## config.mk

```make
export PLATFORM = sky130hd
export DESIGN_NAME = tws_master
export DESIGN_NICKNAME = d
export VERILOG_FILES = /design/src/rtl/tws_pkg.sv /design/src/rtl/tws_phase_timer.sv /design/src/rtl/tws_shifter.sv /design/src/rtl/tws_sequencer.sv /design/src/rtl/tws_master.sv
export SDC_FILE = /design/constraint.sdc
export NUM_CORES = 1
export LEC_CHECK = 0
export BUFFER_PORTS_ARGS = -buffer_cell sky130_fd_sc_hd__buf_2
export CAP_MARGIN = 20
export CORE_ASPECT_RATIO = 0.9
export CORE_MARGIN = 8
export CORE_UTILIZATION = 40
export DETAILED_ROUTE_END_ITERATION = 12
export SETUP_SLACK_MARGIN = 0.2
export SLEW_MARGIN = 25
export SYNTH_ARGS = -nofsm -noshare
export SYNTH_HDL_FRONTEND = slang
export SYNTH_SLANG_ARGS = --single-unit
```

## constraint.sdc

```tcl
create_clock -name clk -period 3.9 [get_ports clk]
set_input_delay 0.78 -clock clk [delete_from_list [all_inputs] [get_ports clk]]
set_output_delay 0.78 -clock clk [all_outputs]
set_load 0.01 [all_outputs]
```

## src/rtl/tws_pkg.sv

```systemverilog
package tws_pkg;

   // Sequencer states; each pulse state runs low phase then high phase
   typedef enum logic [2:0] {
      S_IDLE,
      S_PRE,
      S_SHIFT,
      S_TURN,
      S_RDAT,
      S_GAP,
      S_POST
   } seq_state_t;

endpackage

```

## src/rtl/tws_phase_timer.sv

```systemverilog
module tws_phase_timer #(
   parameter int DIV_W = 8
) (
   input  logic             clk,
   input  logic             rst_n,
   input  logic             restart,
   input  logic             run,
   input  logic [DIV_W-1:0] half,
   output logic             tick
);

   logic [DIV_W-1:0] cnt;
   logic [DIV_W-1:0] last;

   // a half period of zero behaves as one system clock
   assign last = (half == '0) ? '0 : half - 1'b1;
   assign tick = run && (cnt == last);

   always_ff @(posedge clk or negedge rst_n) begin
      if (!rst_n)
         cnt <= '0;
      else if (restart || tick || !run)
         cnt <= '0;
      else
         cnt <= cnt + 1'b1;
   end

endmodule

```

## src/rtl/tws_shifter.sv

```systemverilog
module tws_shifter #(
   parameter int FRAME_W = 25,
   parameter int DATA_W  = 16
) (
   input  logic               clk,
   input  logic               rst_n,
   input  logic               load,
   input  logic [FRAME_W-1:0] load_val,
   input  logic               adv,
   input  logic               cap,
   input  logic               sin,
   output logic               msb,
   output logic [DATA_W-1:0]  cap_data
);

   logic [FRAME_W-1:0] sreg;

   always_ff @(posedge clk or negedge rst_n) begin
      if (!rst_n)
         sreg <= '0;
      else if (load)
         sreg <= load_val;
      else if (adv)
         sreg <= {sreg[FRAME_W-2:0], 1'b0};
   end

   always_ff @(posedge clk or negedge rst_n) begin
      if (!rst_n)
         cap_data <= '0;
      else if (load)
         cap_data <= '0;
      else if (cap)
         cap_data <= {cap_data[DATA_W-2:0], sin};
   end

   assign msb = sreg[FRAME_W-1];

endmodule

```

## src/rtl/tws_sequencer.sv

```systemverilog
module tws_sequencer
   import tws_pkg::*;
#(
   parameter int ADDR_W      = 7,
   parameter int DATA_W      = 16,
   parameter int PRE_N       = 2,
   parameter int POST_N      = 1,
   parameter bit LATE_SAMPLE = 1'b1
) (
   input  logic       clk,
   input  logic       rst_n,
   input  logic       start,
   input  logic       start_rd,
   input  logic       tick,
   output seq_state_t st,
   output logic       ph,
   output logic       adv,
   output logic       cap,
   output logic       closing,
   output logic       finish,
   output logic       rd_op
);

   localparam int FRAME_W = 2 + ADDR_W + DATA_W;
   localparam int HDR_W   = 2 + ADDR_W;
   localparam int CNT_W   = $clog2(FRAME_W + PRE_N + POST_N + 1);
   localparam logic [CNT_W-1:0] PRE_LAST  = CNT_W'(PRE_N - 1);
   localparam logic [CNT_W-1:0] WR_LAST   = CNT_W'(FRAME_W - 1);
   localparam logic [CNT_W-1:0] HDR_LAST  = CNT_W'(HDR_W - 1);
   localparam logic [CNT_W-1:0] DAT_LAST  = CNT_W'(DATA_W - 1);
   localparam logic [CNT_W-1:0] POST_LAST = CNT_W'(POST_N - 1);

   logic [CNT_W-1:0] pcnt;
   logic [CNT_W-1:0] shift_last;
   logic             pulse_end;
   logic             done_q;
   logic             rd_q;

   assign pulse_end  = tick && ph;
   assign shift_last = rd_q ? HDR_LAST : WR_LAST;
   assign adv        = pulse_end && (st == S_SHIFT);
   assign closing    = pulse_end && (st == S_POST) && (pcnt == POST_LAST);
   assign finish     = done_q;
   assign rd_op      = rd_q;

   always_ff @(posedge clk or negedge rst_n) begin
      if (!rst_n) begin
         st     <= S_IDLE;
         ph     <= 1'b0;
         pcnt   <= '0;
         done_q <= 1'b0;
         rd_q   <= 1'b0;
      end else begin
         done_q <= 1'b0;
         if (st == S_IDLE) begin
            if (start) begin
               st   <= S_PRE;
               ph   <= 1'b0;
               pcnt <= '0;
               rd_q <= start_rd;
            end
         end else if (tick) begin
            if (!ph) begin
               // the gap is a lone low phase with the line driven again
               if (st == S_GAP) begin
                  st   <= S_POST;
                  pcnt <= '0;
               end else begin
                  ph <= 1'b1;
               end
            end else begin
               ph   <= 1'b0;
               pcnt <= pcnt + 1'b1;
               case (st)
                  S_PRE:
                     if (pcnt == PRE_LAST) begin
                        st   <= S_SHIFT;
                        pcnt <= '0;
                     end
                  S_SHIFT:
                     if (pcnt == shift_last) begin
                        st   <= rd_q ? S_TURN : S_POST;
                        pcnt <= '0;
                     end
                  S_TURN: begin
                     st   <= S_RDAT;
                     pcnt <= '0;
                  end
                  S_RDAT:
                     if (pcnt == DAT_LAST) begin
                        st   <= S_GAP;
                        pcnt <= '0;
                     end
                  S_POST:
                     if (pcnt == POST_LAST) begin
                        st     <= S_IDLE;
                        pcnt   <= '0;
                        done_q <= 1'b1;
                     end
                  default: st <= S_IDLE;
               endcase
            end
         end
      end
   end

   // sample point: one system clock after the fall, or on the falling edge
   generate
      if (LATE_SAMPLE) begin : g_late
         logic cap_q;
         always_ff @(posedge clk or negedge rst_n) begin
            if (!rst_n)
               cap_q <= 1'b0;
            else
               cap_q <= pulse_end && (st == S_RDAT);
         end
         assign cap = cap_q;
      end else begin : g_edge
         assign cap = pulse_end && (st == S_RDAT);
      end
   endgenerate

endmodule

```

## src/rtl/tws_master.sv

```systemverilog
module tws_master
   import tws_pkg::*;
#(
   parameter int ADDR_W      = 7,
   parameter int DATA_W      = 16,
   parameter int DIV_W       = 8,
   parameter int PRE_PULSES  = 2,
   parameter int POST_PULSES = 1,
   parameter bit LATE_SAMPLE = 1'b1
) (
   input  logic              clk,
   input  logic              rst_n,
   input  logic              req_valid,
   input  logic              req_write,
   input  logic [ADDR_W-1:0] req_addr,
   input  logic [DATA_W-1:0] req_wdata,
   input  logic [DIV_W-1:0]  half_div,
   output logic              busy,
   output logic              done,
   output logic [DATA_W-1:0] rd_data,
   output logic              sen_n,
   output logic              sclk,
   output logic              sdo,
   output logic              sdo_oe,
   input  logic              sdi
);

   localparam int FRAME_W = 2 + ADDR_W + DATA_W;

   generate
      if (ADDR_W < 1 || DATA_W < 2 || DIV_W < 1) begin : g_bad_width
         $error("tws_master: ADDR_W, DATA_W or DIV_W too small");
      end
      if (PRE_PULSES < 1 || POST_PULSES < 1) begin : g_bad_pulses
         $error("tws_master: lead-in and trailing pulse counts must be at least 1");
      end
   endgenerate

   seq_state_t         st;
   logic               ph;
   logic               tick;
   logic               adv;
   logic               cap;
   logic               closing;
   logic               finish;
   logic               rd_op;
   logic               accept;
   logic               sh_msb;
   logic [DATA_W-1:0]  cap_data;
   logic [DIV_W-1:0]   div_q;
   logic [FRAME_W-1:0] frame_init;

   assign accept     = req_valid && (st == S_IDLE);
   assign frame_init = {1'b0, ~req_write, req_addr,
                        req_write ? req_wdata : {DATA_W{1'b0}}};

   // half period frozen for the whole operation
   always_ff @(posedge clk or negedge rst_n) begin
      if (!rst_n)
         div_q <= '0;
      else if (accept)
         div_q <= half_div;
   end

   tws_phase_timer #(.DIV_W(DIV_W)) u_timer (
      .clk     (clk),
      .rst_n   (rst_n),
      .restart (accept),
      .run     (busy),
      .half    (div_q),
      .tick    (tick)
   );

   tws_sequencer #(
      .ADDR_W      (ADDR_W),
      .DATA_W      (DATA_W),
      .PRE_N       (PRE_PULSES),
      .POST_N      (POST_PULSES),
      .LATE_SAMPLE (LATE_SAMPLE)
   ) u_seq (
      .clk      (clk),
      .rst_n    (rst_n),
      .start    (accept),
      .start_rd (~req_write),
      .tick     (tick),
      .st       (st),
      .ph       (ph),
      .adv      (adv),
      .cap      (cap),
      .closing  (closing),
      .finish   (finish),
      .rd_op    (rd_op)
   );

   tws_shifter #(.FRAME_W(FRAME_W), .DATA_W(DATA_W)) u_shift (
      .clk      (clk),
      .rst_n    (rst_n),
      .load     (accept),
      .load_val (frame_init),
      .adv      (adv),
      .cap      (cap),
      .sin      (sdi),
      .msb      (sh_msb),
      .cap_data (cap_data)
   );

   always_ff @(posedge clk or negedge rst_n) begin
      if (!rst_n)
         rd_data <= '0;
      else if (closing && rd_op)
         rd_data <= cap_data;
   end

   assign busy   = (st != S_IDLE);
   assign done   = finish;
   assign sclk   = ph;
   assign sen_n  = !((st == S_SHIFT) || (st == S_TURN) ||
                     (st == S_RDAT)  || (st == S_GAP));
   assign sdo_oe = (st != S_RDAT);
   assign sdo    = (st == S_SHIFT) && sh_msb;

endmodule

```

==> run_results.csv, run 1 <==
group,metric,value,unit
cts,clock_sinks,85,
cts,root_buffer,"clkbuf_16",
worst_setup_path,r2r_cells,10,
min_path,hold_path_end,"rd_data[15]",
global_routing,grt_pass1_wl,17970,µm
worst_setup_path,slowest_delay,480,ps
worst_setup_path,crit_type,"flip-flop to flip-flop",
power_and_ir_drop,power.leakage,0.002404,µW
yosys,synth.area.top_cells,"dfrtp_1, nand2_1, mux2_2",
yosys,yosysWarningCount,0,
sta,rsz0062_at_grt,"false",
sta,hold_slack,479.2,ps
global_routing,grt_pass1_vias,3482,
yosys,netlist.area_leader.share,48.53,%
min_path,hp-start,"rd_data[15]",
worst_setup_path,r2r_slack,340,ps
sta,maxSlewViolCount,0,
routing,num_vias,3447,
finish,layout-drive-gt1-share,21.24,%
yosys,synth-edff-count,0,
die,die_x,126.3,µm
yosys,async_reset_ff_share,100.0,%
routing,drc_errors,0,
cts,cts_setup_buffers,0,
die,die_h,115.3,µm
cts,clk_path_buf_depth,2,
cts,tritoncts,"yes",
worst_setup_path,crit_required,4140,ps
place,hpwl,7153,µm
sta,period_share,91.18,%
yosys,synthTopCellsByCount,"dfrtp_1, nand2_1, nor2_1",
die,rows,36,
die,die-area,14570,µm²
power_and_ir_drop,cellPowerDensity,364.5,nW/µm²
routing,wl_per_cell,16.54,µm
worst_setup_path,crit_arrival,3790,ps
sta,slew_headroom,42.87,%
cts,h-tree-depth,3,
yosys,synth-seq-cells,85,
worst_setup_path,worstSetupStartpoint,"div_q[0]",
sta,setup_tns,0,ps
global_routing,track_usage,15.37,%
place,io_buffers,57,
yosys,ys_seq_area_share,48.53,%
die,core_area,10770,µm²
cts,clk_pin_slew,70,ps
worst_setup_path,reg2reg_to,"rd_data[1]",
finish,layout.nets,537,
yosys,synthFlopType,"dfrtp_1",
cts,cts_buffers,9,
worst_setup_path,critPathTopFamily,"simple AND/OR/NAND/NOR gates",
min_path,hold_depth,1,
sta,setup_viol,0,
sta,max_slew.worst_pin.slew,849.1,ps
power_and_ir_drop,vdd_drop_max,230.3,µV
yosys,syn-num-nets,489,
worst_setup_path,rr_startpoint,"div_q[0]",
yosys,netlist_instances,446,
sta,final.setup_skew,5.955,ps
min_path,hold_class,"flip-flop to flip-flop",
routing,viasPerCell,5.454,
yosys,yosysTopAreaCell,"dfrtp_1",
worst_setup_path,critPathSlowestCell,"a2111o_1",
worst_setup_path,cp-end-kind,"flip-flop",
cts,clock_latency,360,ps
global_routing,antenna_found_initial,0,
sta,period_minus_slack,3556,ps
die,io_pins,58,
finish,seq_area,2127,µm²
finish,multi_input_comb_area,2112,µm²
global_routing,grt_max_degree,66,
worst_setup_path,startpoint_type,"flip-flop",
routing,wl,10450,µm
die,start_util,40.71,%
routing,firstDrtPassIters,4,
routing,ant_nets,0,
yosys,netlist_area,4383,µm²
global_routing,gr-total-overflow,0,
finish,areaGrowthSynthToFinish,17.58,%
status,outcome,"complete, no violations",
yosys,ys_types,55,
routing,drtIter0Drc,315,
finish,num_antenna_cells,0,
yosys,avgSynthCellArea,9.827,µm²
sta,fmax,0.2812,GHz
place,gp_congestion,0.8565,
worst_setup_path,crit_buf_inv,2,
run,cap_viol_max_count,0,
cts,hold_buffers,0,
yosys,synth.most_common_cell,"dfrtp_1",
finish,fillers,1034,
worst_setup_path,worst-path-max-fanout,16,
worst_setup_path,crit_chain,"inv_1, ha_4, or3b_4, and2_4, or3_1, a2111o_1, or3_4, nor4_4, buf_12, mux2_2",
sta,finalHoldViolCount,0,
[metal layers]
metal / routed length [µm] / vias to the layer above / share of wire (%) / global-route usage, %
met5: 0 / - / 0 / 0
met4: 98 / 0 / 0.94 / 5.604
met3: 594 / 8 / 5.7 / 5.285
met2: 4777 / 67 / 46 / 23.38
met1: 4984 / 1697 / 48 / 19.87
li1: - / 1675 / - / -
[kinds of logic (layout without fill, tap and decap cells)]
group / Yosys count / after routing / synth area share (%)
xor+xnor: 14 / 14 / 3.112
simple gates: 187 / 187 / 21.58
flops: 85 / 85 / 48.53
fa+ha+maj: 7 / 7 / 1.998
compound gates: 78 / 78 / 12.93
mux: 33 / 33 / 8.022
buf+inv: 42 / 95 / 3.825
[repair_timing]
action,CTS,global route
setup endpoints to repair,4,17
resized for setup,1,2
pin swaps,0,0
[how the worst max path moves through the flow]
stage | endpoint | slack (ps) | cells after the start
2_1_floorplan | rd_data[10] | 320 | 11
3_3_place_gp | rd_data[7] | 300 | 10
3_5_place_dp | rd_data[1] | 220 | 10
4_1_cts | rd_data[1] | 280 | 10
5_1_grt | rd_data[6] | 200 | 10
6_report | rd_data[1] | 340 | 10
[report_power, final]
part | leakage [µW] | total (µW) | switching, µW | internal, µW
sequential | 0.00104 | 881 | 0 | 881
combinational | 0.00120 | 36.5 | 23.1 | 13.4
clock | 0.000162 | 961 | 390 | 571
total | 0.00240 | 1880 | 413 | 1470
[metrics by stage]
stage                     total power (µW)  setup WS [ps]  cell area (µm²)  util [%]  cells
after global placement               936.3          298.0             4805     44.63    616
final                                 1879          344.0             5154     47.87    632
after floorplan                      898.7          321.5             4383         -    446
after CTS                             1908          275.2             5141     47.76    632
after detailed placement             936.7          218.9             4805     44.63    616
after global routing                  1947          204.1             5154     47.87    632
[cell usage in the layout (no fill, tap or decap), types with 5 or more instances in the layout]
cell type / count
nand3_1: 13
clkbuf_16: 9
xnor2_1: 6
nor2b_1: 13
nor4_1: 5
buf_4: 9
mux2i_1: 16
buf_2: 56
nor3_1: 15
nand2_1: 51
dfrtp_1: 85
ha_1: 6
and3_1: 7
o211ai_1: 7
xor2_1: 7
a31oi_1: 6
nor2_1: 44
a221o_1: 17
and2_1: 15
o21ai_0: 15
mux2_2: 16
inv_1: 12
a21oi_1: 12
[state kept, by name, summed over array words and instances (netlist names), 3 cells and up]
register and count:
div_q 8, rd_data 16, u_seq.pcnt 5, u_seq.st 3, u_shift.cap_data 16, u_shift.sreg 25
u_timer.cnt 8
[cell type report]
| cell class | count | share of cell area (%) |
|---|---|---|
| Clock inverter | 7 | 2.064 |
| Inverter | 13 | 0.9468 |
| Tap cell | 133 | 3.229 |
| Sequential cell | 85 | 41.27 |
| Clock buffer | 9 | 4.370 |
| Timing Repair Buffer | 66 | 7.138 |
| Multi-Input combinational cell | 319 | 40.98 |
Power figures use the tool's default switching activity.
==> run 2: changes to the inputs <==
==> constraint.sdc (replaced) <==
create_clock -name clk -period 3.2 [get_ports clk]
set_input_delay 0.64 -clock clk [delete_from_list [all_inputs] [get_ports clk]]
set_output_delay 0.64 -clock clk [all_outputs]
set_load 0.01 [all_outputs]
==> run 2 against run 1 <==
  * Sequential power increased by 21%
  * Clock power increased by 19%
  * Die area unchanged
  * Critical path depth increased by 1
  * Global-route usage increased by 0.099 points
  * Count of clock-buffer cells in the layout unchanged
  * First-iteration DRC count decreased by 13%
  * Hold slack got worse by 190 ps
  * Largest power group unchanged
  * Final area increased by 5.6%
  * Core utilization increased by 2.7 points
==> run_results.csv, run 2 (synthesis results as in run 1) <==
group,metric,value,unit
sta,finalHoldViolCount,0,
place,io_buffers,57,
sta,rsz0062_at_grt,"true",
run,cap_viol_max_count,0,
finish,final_common_cell,"dfrtp_1",
cts,clk_pin_slew,70,ps
routing,ant_nets,0,
power_and_ir_drop,cellPowerDensity,416.0,nW/µm²
place,gp_congestion,0.8541,
routing,num_vias,3588,
cts,tritoncts,"yes",
worst_setup_path,crit_arrival,3350,ps
cts,clk_path_buf_depth,2,
routing,viasPerCell,5.478,
sta,final.setup_skew,6.411,ps
sta,slew_headroom,41.42,%
sta,setup_ws,74.05,ps
finish,top_regs,"u_shift.sreg x25, rd_data x16, u_shift.cap_data x16",
routing,firstDrtPassIters,5,
cts,h-tree-depth,3,
status,outcome,"complete, no violations",
worst_setup_path,cp-end-kind,"flip-flop",
finish,layout-drive-gt1-share,26.44,%
die,core_area,10770,µm²
min_path,hold_class,"primary input to asynchronous set/reset pin",
routing,wl,11130,µm
cts,cts_buffers,9,
worst_setup_path,crit_type,"flip-flop to flip-flop",
die,die-area,14570,µm²
place,hpwl,7317,µm
sta,maxSlewViolCount,0,
die,die_h,115.3,µm
worst_setup_path,r2r_cells,11,
cts,clock_sinks,85,
finish,regMostFlops,"u_shift.sreg",
worst_setup_path,startpoint_type,"flip-flop",
power_and_ir_drop,vdd_drop_max,270.9,µV
finish,fin_util,50.57,%
finish,num_antenna_cells,0,
die,die_x,126.3,µm
routing,drc_errors,0,
global_routing,grt_pass1_wl,18100,µm
sta,period_share,97.69,%
routing,drtIter0Drc,273,
place,place_ws,29.40,ps
sta,fmax,0.3199,GHz
global_routing,gr-total-overflow,0,
finish,largest_reg_flops,25,
global_routing,track_usage,15.47,%
cts,root_buffer,"clkbuf_16",
global_routing,antenna_found_initial,0,
cts,clock_latency,340,ps
die,io_pins,58,
finish,layout.nets,560,
global_routing,grt_max_degree,45,
worst_setup_path,crit_required,3420,ps
routing,wl_per_cell,16.98,µm
sta,period_minus_slack,3126,ps
die,start_util,40.71,%
sta,setup_viol,0,
global_routing,grt_pass1_vias,3545,
worst_setup_path,worst-path-max-fanout,8,
finish,layout_common_cells,"dfrtp_1, buf_2, nand2_1",
sta,max_slew.worst_pin.slew,878.7,ps
finish,areaGrowthSynthToFinish,24.21,%
cts,hold_buffers,0,
power_and_ir_drop,power.leakage,0.002538,µW
die,rows,36,
==> run 2: worst paths after layout <==
| check | to | start | slack [ps] |
|---|---|---|---|
| worst min-delay path | u_seq.pcnt[4] | rst_n | 290 |
| max in group asynchronous | u_shift.sreg[6] | rst_n | 2180 |
| min in group clk | div_q[3] | half_div[3] | 500 |
| worst max-delay path | rd_data[4] | div_q[0] | 70 |
| worst max register to register | rd_data[4] | div_q[0] | 70 |
| worst min register to register | rd_data[14] | rd_data[14] | 510 |
==> run 2: area by class of cell <==
type	count	area, µm²
Clock buffer	9	225.2
Clock inverter	7	98.84
Fill cell	975	5321
Inverter	13	48.80
Multi-Input combinational cell	319	2202
Sequential cell	85	2127
Tap cell	133	166.4
Timing Repair Buffer	89	575.6
==> run 2: repair_timing <==
item                       CTS  global route
setup endpoints to repair   41            46
resized for setup           14            15
buffers inserted             4             4
pin swaps                    0             4
cloned                       1             1
==> run 2: metrics by stage <==
step	setup TNS (ps)	area (µm²)	cells	power, µW	hold WS (ps)
6_report	0	5444	655	2265	291.3
4_1_cts	0	5344	650	2291	312.6
2_1_floorplan	-771.4	4405	446	1095	344.4
5_1_grt	-111.1	5444	655	2337	330.1
3_5_place_dp	0	4915	629	1142	493.9
3_3_place_gp	0	4915	629	1142	461.8
==> run 2: critical path, cell delays in order, from the launching register on <==
cell      delay (ps)
dfrtp_1          390
inv_2            100
ha_4             130
or3b_4           380
and2_4           170
or3_1            300
a2111o_1         410
or3_4            360
nor4_4           150
buf_6            170
buf_12           130
mux2_2           330
==> run 2: where the power goes <==
part	switching [µW]	leakage, µW	internal, µW
sequential	0	0.00104	1070
clock	457	0.000156	688
combinational	28.5	0.00134	17.2
==> run 2: layer usage <==
metal | track usage (%) | vias up | routed length, µm
met2 | 23.35 | 114 | 5003
met4 | 4.964 | 0 | 152
met1 | 20.75 | 1743 | 5345
met3 | 4.729 | 10 | 624
li1 | - | 1721 | -
met5 | 0 | - | 0
